`src/rtl/arf_pkg.sv`:
```
package arf_pkg;

  typedef enum logic [2:0] {
    S_IDLE,
    S_CMD,
    S_GAP,
    S_DATA,
    S_DONE,
    S_SPACE
  } arf_state_e;

  localparam logic [7:0] READ_CMD = 8'h01;

  function automatic int ceil_div(input int num, input int den);
    return (num + den - 1) / den;
  endfunction

endpackage

```
`src/rtl/arf_sclk_gen.sv`:
```
module arf_sclk_gen #(
  parameter int HALF = 2
) (
  input  logic clk,
  input  logic rst_n,
  input  logic run,
  output logic sclk,
  output logic rise,
  output logic fall
);
  localparam int CW = (HALF > 1) ? $clog2(HALF) : 1;

  logic [CW-1:0] cnt_q, cnt_d;
  logic          sclk_q, sclk_d;
  logic          tick;

  assign tick = run && (cnt_q == CW'(HALF - 1));
  assign rise = tick && !sclk_q;
  assign fall = tick && sclk_q;
  assign sclk = sclk_q;

  always_comb begin
    cnt_d  = cnt_q;
    sclk_d = sclk_q;
    if (!run) begin
      cnt_d  = '0;
      sclk_d = 1'b0;
    end else if (tick) begin
      cnt_d  = '0;
      sclk_d = ~sclk_q;
    end else begin
      cnt_d  = cnt_q + CW'(1);
    end
  end

  always_ff @(posedge clk or negedge rst_n) begin
    if (!rst_n) begin
      cnt_q  <= '0;
      sclk_q <= 1'b0;
    end else begin
      cnt_q  <= cnt_d;
      sclk_q <= sclk_d;
    end
  end

endmodule

```
`src/rtl/arf_shift.sv`:
```
module arf_shift #(
  parameter int TXW = 8,
  parameter int RXW = 24
) (
  input  logic           clk,
  input  logic           rst_n,
  input  logic           load,
  input  logic [TXW-1:0] load_val,
  input  logic           quiet,
  input  logic           rise,
  input  logic           fall,
  input  logic           miso,
  output logic           mosi,
  output logic [RXW-1:0] rx_word
);
  logic [TXW-1:0] tx_q, tx_d;
  logic           mosi_q, mosi_d;
  logic [RXW-1:0] rx_q, rx_d;

  always_comb begin
    tx_d   = tx_q;
    mosi_d = mosi_q;
    rx_d   = rx_q;
    if (load) begin
      tx_d   = load_val;
      mosi_d = 1'b0;
    end else if (rise && !quiet) begin
      mosi_d = tx_q[TXW-1];
      tx_d   = {tx_q[TXW-2:0], 1'b0};
    end else if (quiet) begin
      mosi_d = 1'b0;
    end
    if (fall) begin
      rx_d = {rx_q[RXW-2:0], miso};
    end
  end

  always_ff @(posedge clk or negedge rst_n) begin
    if (!rst_n) begin
      tx_q   <= '0;
      mosi_q <= 1'b0;
      rx_q   <= '0;
    end else begin
      tx_q   <= tx_d;
      mosi_q <= mosi_d;
      rx_q   <= rx_d;
    end
  end

  assign mosi    = mosi_q;
  assign rx_word = rx_q;

endmodule

```
`src/rtl/arf_interval.sv`:
```
module arf_interval #(
  parameter int W = 8
) (
  input  logic         clk,
  input  logic         rst_n,
  input  logic         load,
  input  logic [W-1:0] load_val,
  output logic         expired
);
  logic [W-1:0] cnt_q, cnt_d;

  assign expired = (cnt_q == '0);

  always_comb begin
    if (load)               cnt_d = load_val;
    else if (cnt_q != '0)   cnt_d = cnt_q - W'(1);
    else                    cnt_d = cnt_q;
  end

  always_ff @(posedge clk or negedge rst_n) begin
    if (!rst_n) cnt_q <= '0;
    else        cnt_q <= cnt_d;
  end

endmodule

```
`src/rtl/adc_result_fetch.sv`:
```
module adc_result_fetch #(
  parameter int SCLK_HALF  = 2,
  parameter int OSC_NUM    = 5,
  parameter int OSC_DEN    = 2,
  parameter int GAP_OSC    = 50,
  parameter int SPACE_OSC  = 4,
  parameter int RES_W      = 24,
  parameter int OUT_W      = 32,
  parameter bit DISCARD_EN = 1'b1
) (
  input  logic             clk,
  input  logic             rst_n,
  input  logic             conv_rdy_n,
  input  logic             restart,
  input  logic             miso,
  output logic             sclk,
  output logic             cs_n,
  output logic             mosi,
  output logic [OUT_W-1:0] result,
  output logic             result_vld,
  output logic             busy
);
  import arf_pkg::*;

  localparam int GAP_CLKS   = ceil_div(GAP_OSC * OSC_NUM, OSC_DEN);
  localparam int SPACE_CLKS = ceil_div(SPACE_OSC * OSC_NUM, OSC_DEN);
  localparam int TMAX       = (GAP_CLKS > SPACE_CLKS) ? GAP_CLKS : SPACE_CLKS;
  localparam int TW         = $clog2(TMAX + 1);
  localparam int CMD_W      = 8;
  localparam int BW         = $clog2(RES_W + 1);
  localparam int EXT_W      = OUT_W - RES_W;

  // reset: asserted at once, released after two clocks
  logic [1:0] rst_pipe;
  logic       rst_i;

  always_ff @(posedge clk or negedge rst_n) begin
    if (!rst_n) rst_pipe <= 2'b00;
    else        rst_pipe <= {rst_pipe[0], 1'b1};
  end
  assign rst_i = rst_pipe[1];

  // ready line synchroniser and edge detect
  logic [2:0] rdy_s;
  logic       rdy_fall;

  always_ff @(posedge clk or negedge rst_i) begin
    if (!rst_i) rdy_s <= 3'b111;
    else        rdy_s <= {rdy_s[1:0], conv_rdy_n};
  end
  assign rdy_fall = rdy_s[2] & ~rdy_s[1];

  arf_state_e             state_q, state_d;
  logic [BW-1:0]          bits_q, bits_d;
  logic                   pend_q, pend_d;
  logic                   drop_q, drop_d;
  logic [OUT_W-1:0]       res_q, res_d;
  logic                   vld_q, vld_d;
  logic                   cs_n_q, cs_n_d;

  logic                   run, s_rise, s_fall;
  logic                   sh_ld, quiet;
  logic [RES_W-1:0]       rx_word;
  logic                   tmr_ld, tmr_exp;
  logic [TW-1:0]          tmr_val;
  logic                   start;

  assign run   = (state_q == S_CMD) || (state_q == S_DATA);
  assign quiet = (state_q != S_CMD);
  assign start = (state_q == S_IDLE) && rdy_fall;

  arf_sclk_gen #(.HALF(SCLK_HALF)) u_sclk (
    .clk  (clk),
    .rst_n(rst_i),
    .run  (run),
    .sclk (sclk),
    .rise (s_rise),
    .fall (s_fall)
  );

  arf_shift #(.TXW(CMD_W), .RXW(RES_W)) u_shift (
    .clk     (clk),
    .rst_n   (rst_i),
    .load    (sh_ld),
    .load_val(READ_CMD),
    .quiet   (quiet),
    .rise    (s_rise),
    .fall    (s_fall),
    .miso    (miso),
    .mosi    (mosi),
    .rx_word (rx_word)
  );

  arf_interval #(.W(TW)) u_tmr (
    .clk     (clk),
    .rst_n   (rst_i),
    .load    (tmr_ld),
    .load_val(tmr_val),
    .expired (tmr_exp)
  );

  always_comb begin
    state_d = state_q;
    bits_d  = bits_q;
    res_d   = res_q;
    vld_d   = 1'b0;
    sh_ld   = 1'b0;
    tmr_ld  = 1'b0;
    tmr_val = TW'(GAP_CLKS);
    unique case (state_q)
      S_IDLE: begin
        if (rdy_fall) begin
          state_d = S_CMD;
          sh_ld   = 1'b1;
          bits_d  = BW'(CMD_W);
        end
      end
      S_CMD: begin
        if (s_fall) begin
          bits_d = bits_q - BW'(1);
          if (bits_q == BW'(1)) begin
            state_d = S_GAP;
            tmr_ld  = 1'b1;
            tmr_val = TW'(GAP_CLKS);
          end
        end
      end
      S_GAP: begin
        if (tmr_exp) begin
          state_d = S_DATA;
          bits_d  = BW'(RES_W);
        end
      end
      S_DATA: begin
        if (s_fall) begin
          bits_d = bits_q - BW'(1);
          if (bits_q == BW'(1)) state_d = S_DONE;
        end
      end
      S_DONE: begin
        if (!drop_q) begin
          res_d = {{EXT_W{rx_word[RES_W-1]}}, rx_word};
          vld_d = 1'b1;
        end
        tmr_ld  = 1'b1;
        tmr_val = TW'(SPACE_CLKS);
        state_d = S_SPACE;
      end
      S_SPACE: begin
        if (tmr_exp) state_d = S_IDLE;
      end
      default: state_d = S_IDLE;
    endcase
  end

  always_comb begin
    if (restart)    pend_d = 1'b1;
    else if (start) pend_d = 1'b0;
    else            pend_d = pend_q;
    drop_d = start ? pend_q : drop_q;
    cs_n_d = !((state_d == S_CMD) || (state_d == S_GAP) || (state_d == S_DATA));
  end

  always_ff @(posedge clk or negedge rst_i) begin
    if (!rst_i) begin
      state_q <= S_IDLE;
      bits_q  <= '0;
      pend_q  <= DISCARD_EN;
      drop_q  <= 1'b0;
      res_q   <= '0;
      vld_q   <= 1'b0;
      cs_n_q  <= 1'b1;
    end else begin
      state_q <= state_d;
      bits_q  <= bits_d;
      pend_q  <= pend_d;
      drop_q  <= drop_d;
      res_q   <= res_d;
      vld_q   <= vld_d;
      cs_n_q  <= cs_n_d;
    end
  end

  assign cs_n       = cs_n_q;
  assign result     = res_q;
  assign result_vld = vld_q;
  assign busy       = (state_q != S_IDLE);

endmodule

```
`config.mk`:
```
export PLATFORM = sky130hd
export DESIGN_NAME = adc_result_fetch
export DESIGN_NICKNAME = d
export VERILOG_FILES = /design/src/rtl/arf_pkg.sv /design/src/rtl/arf_sclk_gen.sv /design/src/rtl/arf_shift.sv /design/src/rtl/arf_interval.sv /design/src/rtl/adc_result_fetch.sv
export SDC_FILE = /design/constraint.sdc
export NUM_CORES = 1
export LEC_CHECK = 0
export BUFFER_PORTS_ARGS = -buffer_cell sky130_fd_sc_hd__clkbuf_2
export CAP_MARGIN = 20
export CELL_PAD_IN_SITES_DETAIL_PLACEMENT = 1
export CELL_PAD_IN_SITES_GLOBAL_PLACEMENT = 1
export CORE_MARGIN = 5
export CORE_UTILIZATION = 40
export DETAILED_ROUTE_END_ITERATION = 10
export PLACE_DENSITY = 0.75
export SLEW_MARGIN = 20
export SYNTH_ARGS = -nofsm -noshare
export SYNTH_HDL_FRONTEND = slang
export SYNTH_SLANG_ARGS = --single-unit
```
`constraint.sdc`:
```
create_clock -name clk -period 4.2 [get_ports clk]
set_input_delay 0.63 -clock clk [delete_from_list [all_inputs] [get_ports clk]]
set_output_delay 0.63 -clock clk [all_outputs]
set_load 0.03 [all_outputs]
```
==> reports/qor.tcl, run 1 <==
set qor(result_of_the_run) {completed}
set qor(grt_first_pass_wirelength_mm) 11.0
set qor(endpoint_kind) {flip-flop}
set qor(cts_tree) {done}
set qor(cp_data_required_time_ps) 4440
set qor(drt-wirelength-per-cell_um) 15.8
set qor(static-leakage-power_nw) 2.02
set qor(portBuffers) 41
set qor(worst_path_max_delay_cell) {dfrtp_1}
set qor(tritoncts_num_sinks) 83
set qor(final_skew_ps) 6.54
set qor(ios) 42
set qor(grt_overflow) 0
set qor(dr.pass1.iters) 4
set qor(path_class) {flip-flop to flip-flop}
set qor(timing.critical_path.cells) {nand4b_1 -> buf_4 -> nand4b_1 -> or3_1 -> a31o_2}
set qor(fin_hold_ws_ps) 46.9
set qor(synthFlopType) {dfrtp_1}
set qor(synth_cells) 261
set qor(placedCellCount) 393
set qor(timing.critical_path.slowest_cell_delay_ps) 510
set qor(setup_viol) 0
set qor(synth_cell_types) 43
set qor(placed_wire_length_estimate_mm) 4.24
set qor(design.final.nets) 306
set qor(antenna_left) 0
set qor(timing.critical_path.mode_cell) {nand4b_1}
set qor(synth_edf_count) 0
set qor(drv_cap) 0
set qor(via_count) 2078
set qor(path_clk_slew_ps) 80
set qor(grt_setup_unrepaired) {no}
set qor(clk_latency_ps) 350
set qor(vdd_drop_max_mv) 0.239
set qor(final_cell_count_no_fill) 409
set qor(start_util_pct) 40.4
set qor(cts_root_buffer) {clkbuf_8}
set qor(maxSlewViolCount) 0
set qor(fraction_of_synthesis_flops_using_an_asynchronous_set_or_reset_pin_pct) 100
set qor(total_power_mw) 2.45
set qor(cts_made_buffers) 9
set qor(synth-seq-cells) 83
set qor(drcViolationCount) 0
set qor(syn-num-nets) 270
set qor(die_h_um) 103
set qor(gpl.final_weighted_congestion) 0.786
set qor(final.period_utilization_pct) 57.2
set qor(postCtsSetupRepairBufs) 0
set qor(max_freq_mhz) 416
set qor(post_cts.resized_instances) 0
set qor(most-common-layout-cells) {dfrtp_1, mux2_2, clkbuf_2}
set qor(wirelength_mm) 6.45
set qor(ctsHtreeMaxLevel) 3
set qor(diodes) 0
set qor(holdCritPathClass) {input port to asynchronous set/reset pin}
set qor(grt_start_max_net_pins) 82
set qor(totalNegativeSetupSlack_ps) 0
set qor(critPathTopFamily) {simple AND/OR/NAND/NOR gates}
set qor(slew-limit-headroom_pct) 65.3
set qor(first_iter_violations) 53
set qor(post_cts_hold_buffer_count) 0
set qor(final.min_clock_period_ps) 2400
set qor(vias_per_cell) 5.08
set qor(syn_area_per_cell_um2) 13.2
set qor(final_layout_size_suffix_gt1_share_pct) 40.9
set qor(core.rowCount) 34
set qor(initial_antenna_violation_count) 0
set qor(grt_pass1_vias) 2245
set qor(global_route_total_usage_across_every_layer_pct) 13.4
set qor(area_growth_pct) 15.5
set qor(power-per-cell-area_nw_per_um2) 614
set qor(hold_violations) 0
set qor(timing.critical_path.fanout_max) 24
set qor(yosys_warnings) 0
set qor(buffer_depth_of_the_longest_clock_path) 2
set qor(timing_worst_slew_pin_value_ps) 508
set qor(fp.dieW_um) 103
set qor(mappedNetlistArea_um2) 3450
set qor(floorplan_core_area_um2) 8550
set qor(crit_arrival_ps) 2640
set qor(most_common_cell_after_layout_fill_and_taps_aside) {dfrtp_1}
set qor(seq_area_frac_synth_pct) 60.3
set qor(fp.dieArea_um2) 10600
set qor(sum_of_buffers_and_inverters_on_the_critical_path) 1
set qor(timing.critical_path.from_type) {flip-flop}
==> routing by layer <==
layer | vias up | GRT usage [%] | wire length (um) | part of all wire (%)
li1 | 970 | - | - | -
met1 | 1058 | 18.7 | 3130 | 49
met2 | 38 | 20.0 | 2960 | 46
met3 | 12 | 3.04 | 237 | 3.7
met4 | 0 | 6.27 | 116 | 1.8
met5 | - | 0 | 0 | 0
==> area by class of cell <==
class                      instances  area [um2]
multi-input combinational        149        1220
timing repair buffer              44         248
clock inverter                     5         125
tap                              108         135
fill                             905        4560
clock buffer                      10         138
inverter                          10        37.5
sequential                        83        2090
==> registers in the layout, summed over array words and instances (netlist names), 2 cells and up <==
register and count:
bits_q 5, rdy_s 3, result 24, rst_pipe 2
state_q 3, u_shift.rx_word 24, u_shift.tx_q 8, u_tmr.cnt_q 7
==> cells by family after synthesis <==
| logic type | share of synthesized area, % |
|---|---|
| DFF | 60.3 |
| muxes | 18.0 |
| and+or+nand+nor | 8.33 |
| AOI/OAI and AO/OA | 5.94 |
| buffers and inverters | 4.35 |
| xor gates and xnor gates | 1.52 |
| adders and majority gates | 1.45 |
| other | 0.109 |
==> synthesized netlist by cell type, types with 3 or more instances <==
cell      number  share of area (%)
a21oi_1        4               0.58
buf_2          9                1.3
buf_4          8                1.7
dfrtp_1       78                 57
dfstp_2        5                3.8
ha_1           4                1.4
inv_1         10                1.1
mux2_2        49                 16
mux2i_1        7                2.0
nand2_1       11                1.2
nand2b_1       5               0.91
nand3_1        4               0.58
nor2_1        13                1.4
o21ai_0        9                1.3
or2_2          3               0.54
or3_1          4               0.72
xnor2_1        4                1.0
==> metrics by stage <==
step	utilization (%)	setup slack (ps)	cell area, um2
6_report	46.7	1800	3990
5_1_grt	46.7	1630	3990
3_3_place_gp	43.3	1870	3700
3_5_place_dp	43.3	1790	3700
2_1_floorplan	-	1730	3450
4_1_cts	46.4	1750	3960
==> path summary, 6_finish.rpt <==
check                                 startpoint                    endpoint  slack, ps  depth (start not counted)
max                         state_q[2]$_DFF_PN0_  u_tmr.cnt_q[1]$_DFFE_PN0P_       1800                          5
min                                        rst_n       rst_pipe[1]$_DFF_PN0_         50                          1
max reg2reg                 state_q[2]$_DFF_PN0_  u_tmr.cnt_q[1]$_DFFE_PN0P_       1800                          5
min reg2reg                rst_pipe[1]$_DFF_PN0_       bits_q[0]$_DFFE_PN0P_        280                          0
max in group asynchronous  rst_pipe[1]$_DFF_PN0_          pend_q$_DFFE_PN1P_       3280                          1
min in group clk           rst_pipe[0]$_DFF_PN0_       rst_pipe[1]$_DFF_PN0_        360                          0
==> worst register-to-register path, cell delays in order (launching register included) <==
cell	delay, ps
dfrtp_1	510
nand4b_1	440
buf_4	350
nand4b_1	280
or3_1	470
a31o_2	240
==> where the power goes <==
part           leakage, nW  total (mW)  switching [mW]  internal (mW)
sequential            1.08        1.13           0.151          0.976
clock                0.132       0.747           0.280          0.467
combinational        0.806       0.578           0.295          0.283
Note: power is estimated with default switching activity, not from simulation.
==> inputs of run 2 (changes only) <==
- PLACE_DENSITY: 0.75 -> 0.77
- clock period: 4.2 -> 2.1 ns (I/O delays scaled with it)
==> run 2 against run 1 <==
- final area rose by 0.34%
- maximum frequency rose by 25%
- routed wire length rose by 3.4%
==> reports/qor.tcl, run 2 (synthesis results as in run 1) <==
set qor(route.met2.wl_mm) 3.34 ;# was 2.96 mm
set qor(grt_start_max_net_pins) 49 ;# was 82
set qor(buffer_depth_of_the_longest_clock_path) 2 ;# unchanged
set qor(timing.critical_path.slowest_cell_delay_ps) 520 ;# was 510 ps
set qor(result_of_the_run) {completed} ;# unchanged
set qor(nFillCells) 881 ;# was 905
set qor(vdd_drop_max_mv) 0.438 ;# was 0.239 mV
set qor(post-route-util_pct) 46.8 ;# was 46.7%
set qor(hold_violations) 0 ;# unchanged
set qor(core.rowCount) 34 ;# unchanged
set qor(cts_root_buffer) {clkbuf_8} ;# unchanged
set qor(dr.pass1.iters) 4 ;# unchanged
set qor(holdCritPathClass) {input port to flip-flop} ;# was input port to asynchronous set/reset pin
set qor(portBuffers) 41 ;# unchanged
set qor(grt_first_pass_wirelength_mm) 11.4 ;# was 11.0 mm
set qor(most_common_cell_after_layout_fill_and_taps_aside) {dfrtp_1} ;# unchanged
set qor(path_clk_slew_ps) 80 ;# about the same
set qor(drcViolationCount) 0 ;# unchanged
set qor(wirelength_mm) 6.67 ;# was 6.45 mm
set qor(cts_tree) {done} ;# unchanged
set qor(most-common-layout-cells) {dfrtp_1, mux2_2, clkbuf_2} ;# unchanged
set qor(die_h_um) 103 ;# unchanged
set qor(global_route_total_usage_across_every_layer_pct) 14.0 ;# was 13.4%
set qor(static-leakage-power_nw) 2.02 ;# about the same
set qor(timing.critical_path.cells) {nand4b_1 -> nand4b_1 -> or3_1 -> a31o_2} ;# was nand4b_1 -> buf_4 -> nand4b_1 -> or3_1 -> a31o_2
set qor(max_freq_mhz) 521 ;# was 416 MHz
set qor(gpl.final_weighted_congestion) 0.868 ;# was 0.786
set qor(area_growth_pct) 15.9 ;# was 15.5%
set qor(timing.critical_path.fanout_max) 11 ;# was 24
set qor(crit_arrival_ps) 2160 ;# was 2640 ps
set qor(initial_antenna_violation_count) 0 ;# unchanged
set qor(endpoint_kind) {flip-flop} ;# unchanged
set qor(power-per-cell-area_nw_per_um2) 1180 ;# was 614 nW/um2
set qor(fp.dieArea_um2) 10600 ;# unchanged
set qor(design.final.nets) 312 ;# was 306
set qor(tritoncts_num_sinks) 83 ;# unchanged
set qor(setup_viol) 0 ;# unchanged
set qor(totalNegativeSetupSlack_ps) 0 ;# unchanged
set qor(postCtsSetupRepairBufs) 0 ;# unchanged
set qor(placed_wire_length_estimate_mm) 4.57 ;# was 4.24 mm
set qor(final_skew_ps) 8.14 ;# was 6.54 ps
set qor(start_util_pct) 40.4 ;# unchanged
set qor(vias_per_cell) 5.10 ;# was 5.08
set qor(floorplan_core_area_um2) 8550 ;# unchanged
set qor(path_class) {flip-flop to flip-flop} ;# unchanged
set qor(grt_pass1_vias) 2314 ;# was 2245
set qor(first_iter_violations) 34 ;# was 53
set qor(final.period_utilization_pct) 91.3 ;# was 57.2%
set qor(final.min_clock_period_ps) 1920 ;# was 2400 ps
set qor(final_layout_size_suffix_gt1_share_pct) 41.9 ;# was 40.9%
set qor(fp.dieW_um) 103 ;# unchanged
set qor(diodes) 0 ;# unchanged
set qor(ctsHtreeMaxLevel) 3 ;# unchanged
set qor(met3_wirelength_from_detailed_routing_um) 233 ;# was 237 um
set qor(antenna_left) 0 ;# unchanged
set qor(cts_made_buffers) 9 ;# unchanged
set qor(drv_cap) 0 ;# unchanged
set qor(clk_latency_ps) 360 ;# was 350 ps
set qor(grt_setup_unrepaired) {no} ;# unchanged
set qor(m1WireLength_mm) 2.98 ;# was 3.13 mm
set qor(ios) 42 ;# unchanged
set qor(grt_overflow) 0 ;# unchanged
set qor(timing_worst_slew_pin_value_ps) 491 ;# was 508 ps
set qor(via_count) 2121 ;# was 2078
set qor(drt-wirelength-per-cell_um) 16.0 ;# was 15.8 um
set qor(sum_of_buffers_and_inverters_on_the_critical_path) 0 ;# was 1
set qor(worst_path_max_delay_cell) {dfrtp_1} ;# unchanged
set qor(highest_layer) {met4} ;# unchanged
set qor(critPathTopFamily) {simple AND/OR/NAND/NOR gates} ;# unchanged
set qor(maxSlewViolCount) 0 ;# unchanged
set qor(slew-limit-headroom_pct) 66.5 ;# was 65.3%
set qor(cp_data_required_time_ps) 2340 ;# was 4440 ps
set qor(reg2reg_setup_slack_ps) 180 ;# was 1800 ps
set qor(timing.critical_path.from_type) {flip-flop} ;# unchanged
set qor(timing.critical_path.mode_cell) {nand4b_1} ;# unchanged
run 2: cell count changes in the layout (fill, tap and decap cells not counted):
cell,previous run,this run
clkinv_4,0,1
inv_6,0,1
clkbuf_8,10,9
buf_16,1,0
buf_4,2,6
clkinvlp_4,0,3
buf_12,0,2
dlygate4sd3_1,0,1
clkinv_2,1,0
bufinv_16,4,2
run 2: area by class of cell:
cell class | count | area [um2] | area share (%)
Sequential cell | 83 | 2090 | 52.1
Clock inverter | 7 | 100 | 2.50
Inverter | 10 | 37.5 | 0.937
Multi-Input combinational cell | 149 | 1220 | 30.5
Clock buffer | 9 | 124 | 3.09
Timing Repair Buffer | 50 | 300 | 7.50
Tap cell | 108 | 135 | 3.37
run 2: path summary, 6_finish.rpt:
path / start / endpoint / depth (start not counted)
max reg2reg: state_q[0]$_DFF_PN0_ / u_tmr.cnt_q[1]$_DFFE_PN0P_ / 4
min reg2reg: rst_pipe[1]$_DFF_PN0_ / result[13]$_DFFE_PN0P_ / 0
max in group asynchronous: rst_pipe[1]$_DFF_PN0_ / rdy_s[2]$_DFF_PN1_ / 1
max: state_q[0]$_DFF_PN0_ / u_tmr.cnt_q[1]$_DFFE_PN0P_ / 4
min in group asynchronous: rst_n / rst_pipe[0]$_DFF_PN0_ / 2
min: conv_rdy_n / rdy_s[0]$_DFF_PN1_ / 1
run 2: report_power, final:
part	internal, mW	switching, mW	leakage (nW)
combinational	0.589	0.623	0.836
sequential	1.95	0.298	1.08
clock	0.675	0.593	0.102
run 2: worst register-to-register path: stages, from the launching register on:
cell	delay (ps)
dfrtp_1	520
nand4b_1	240
nand4b_1	310
or3_1	480
a31o_2	250
run 2: through the flow:
| step | setup WS [ps] | hold WS, ps | cells | instance area [um2] | total power, mW |
|---|---|---|---|---|---|
| floorplan | 301 | 19.4 | 261 | 3460 | 3.16 |
| global placement | 287 | 101 | 399 | 3770 | 3.42 |
| detailed placement | 225 | 108 | 399 | 3770 | 3.51 |
| CTS | 200 | 12.3 | 416 | 4010 | 4.81 |
| global route | 42.0 | 16.4 | 416 | 4010 | 5.04 |
| finish | 182 | 40.1 | 416 | 4010 | 4.73 |
run 2: per-layer routing:
metal / GRT usage, % / vias up
li1: - / 984
met1: 17.7 / 1082
met2: 22.9 / 46
met3: 3.04 / 9
met4: 6.27 / 0
met5: 0 / -
run 2: what timing repair did:
action,4_1_cts,5_1_grt
hold buffers,1,0
hold endpoints to repair,2,0
gates resized for setup,0,0
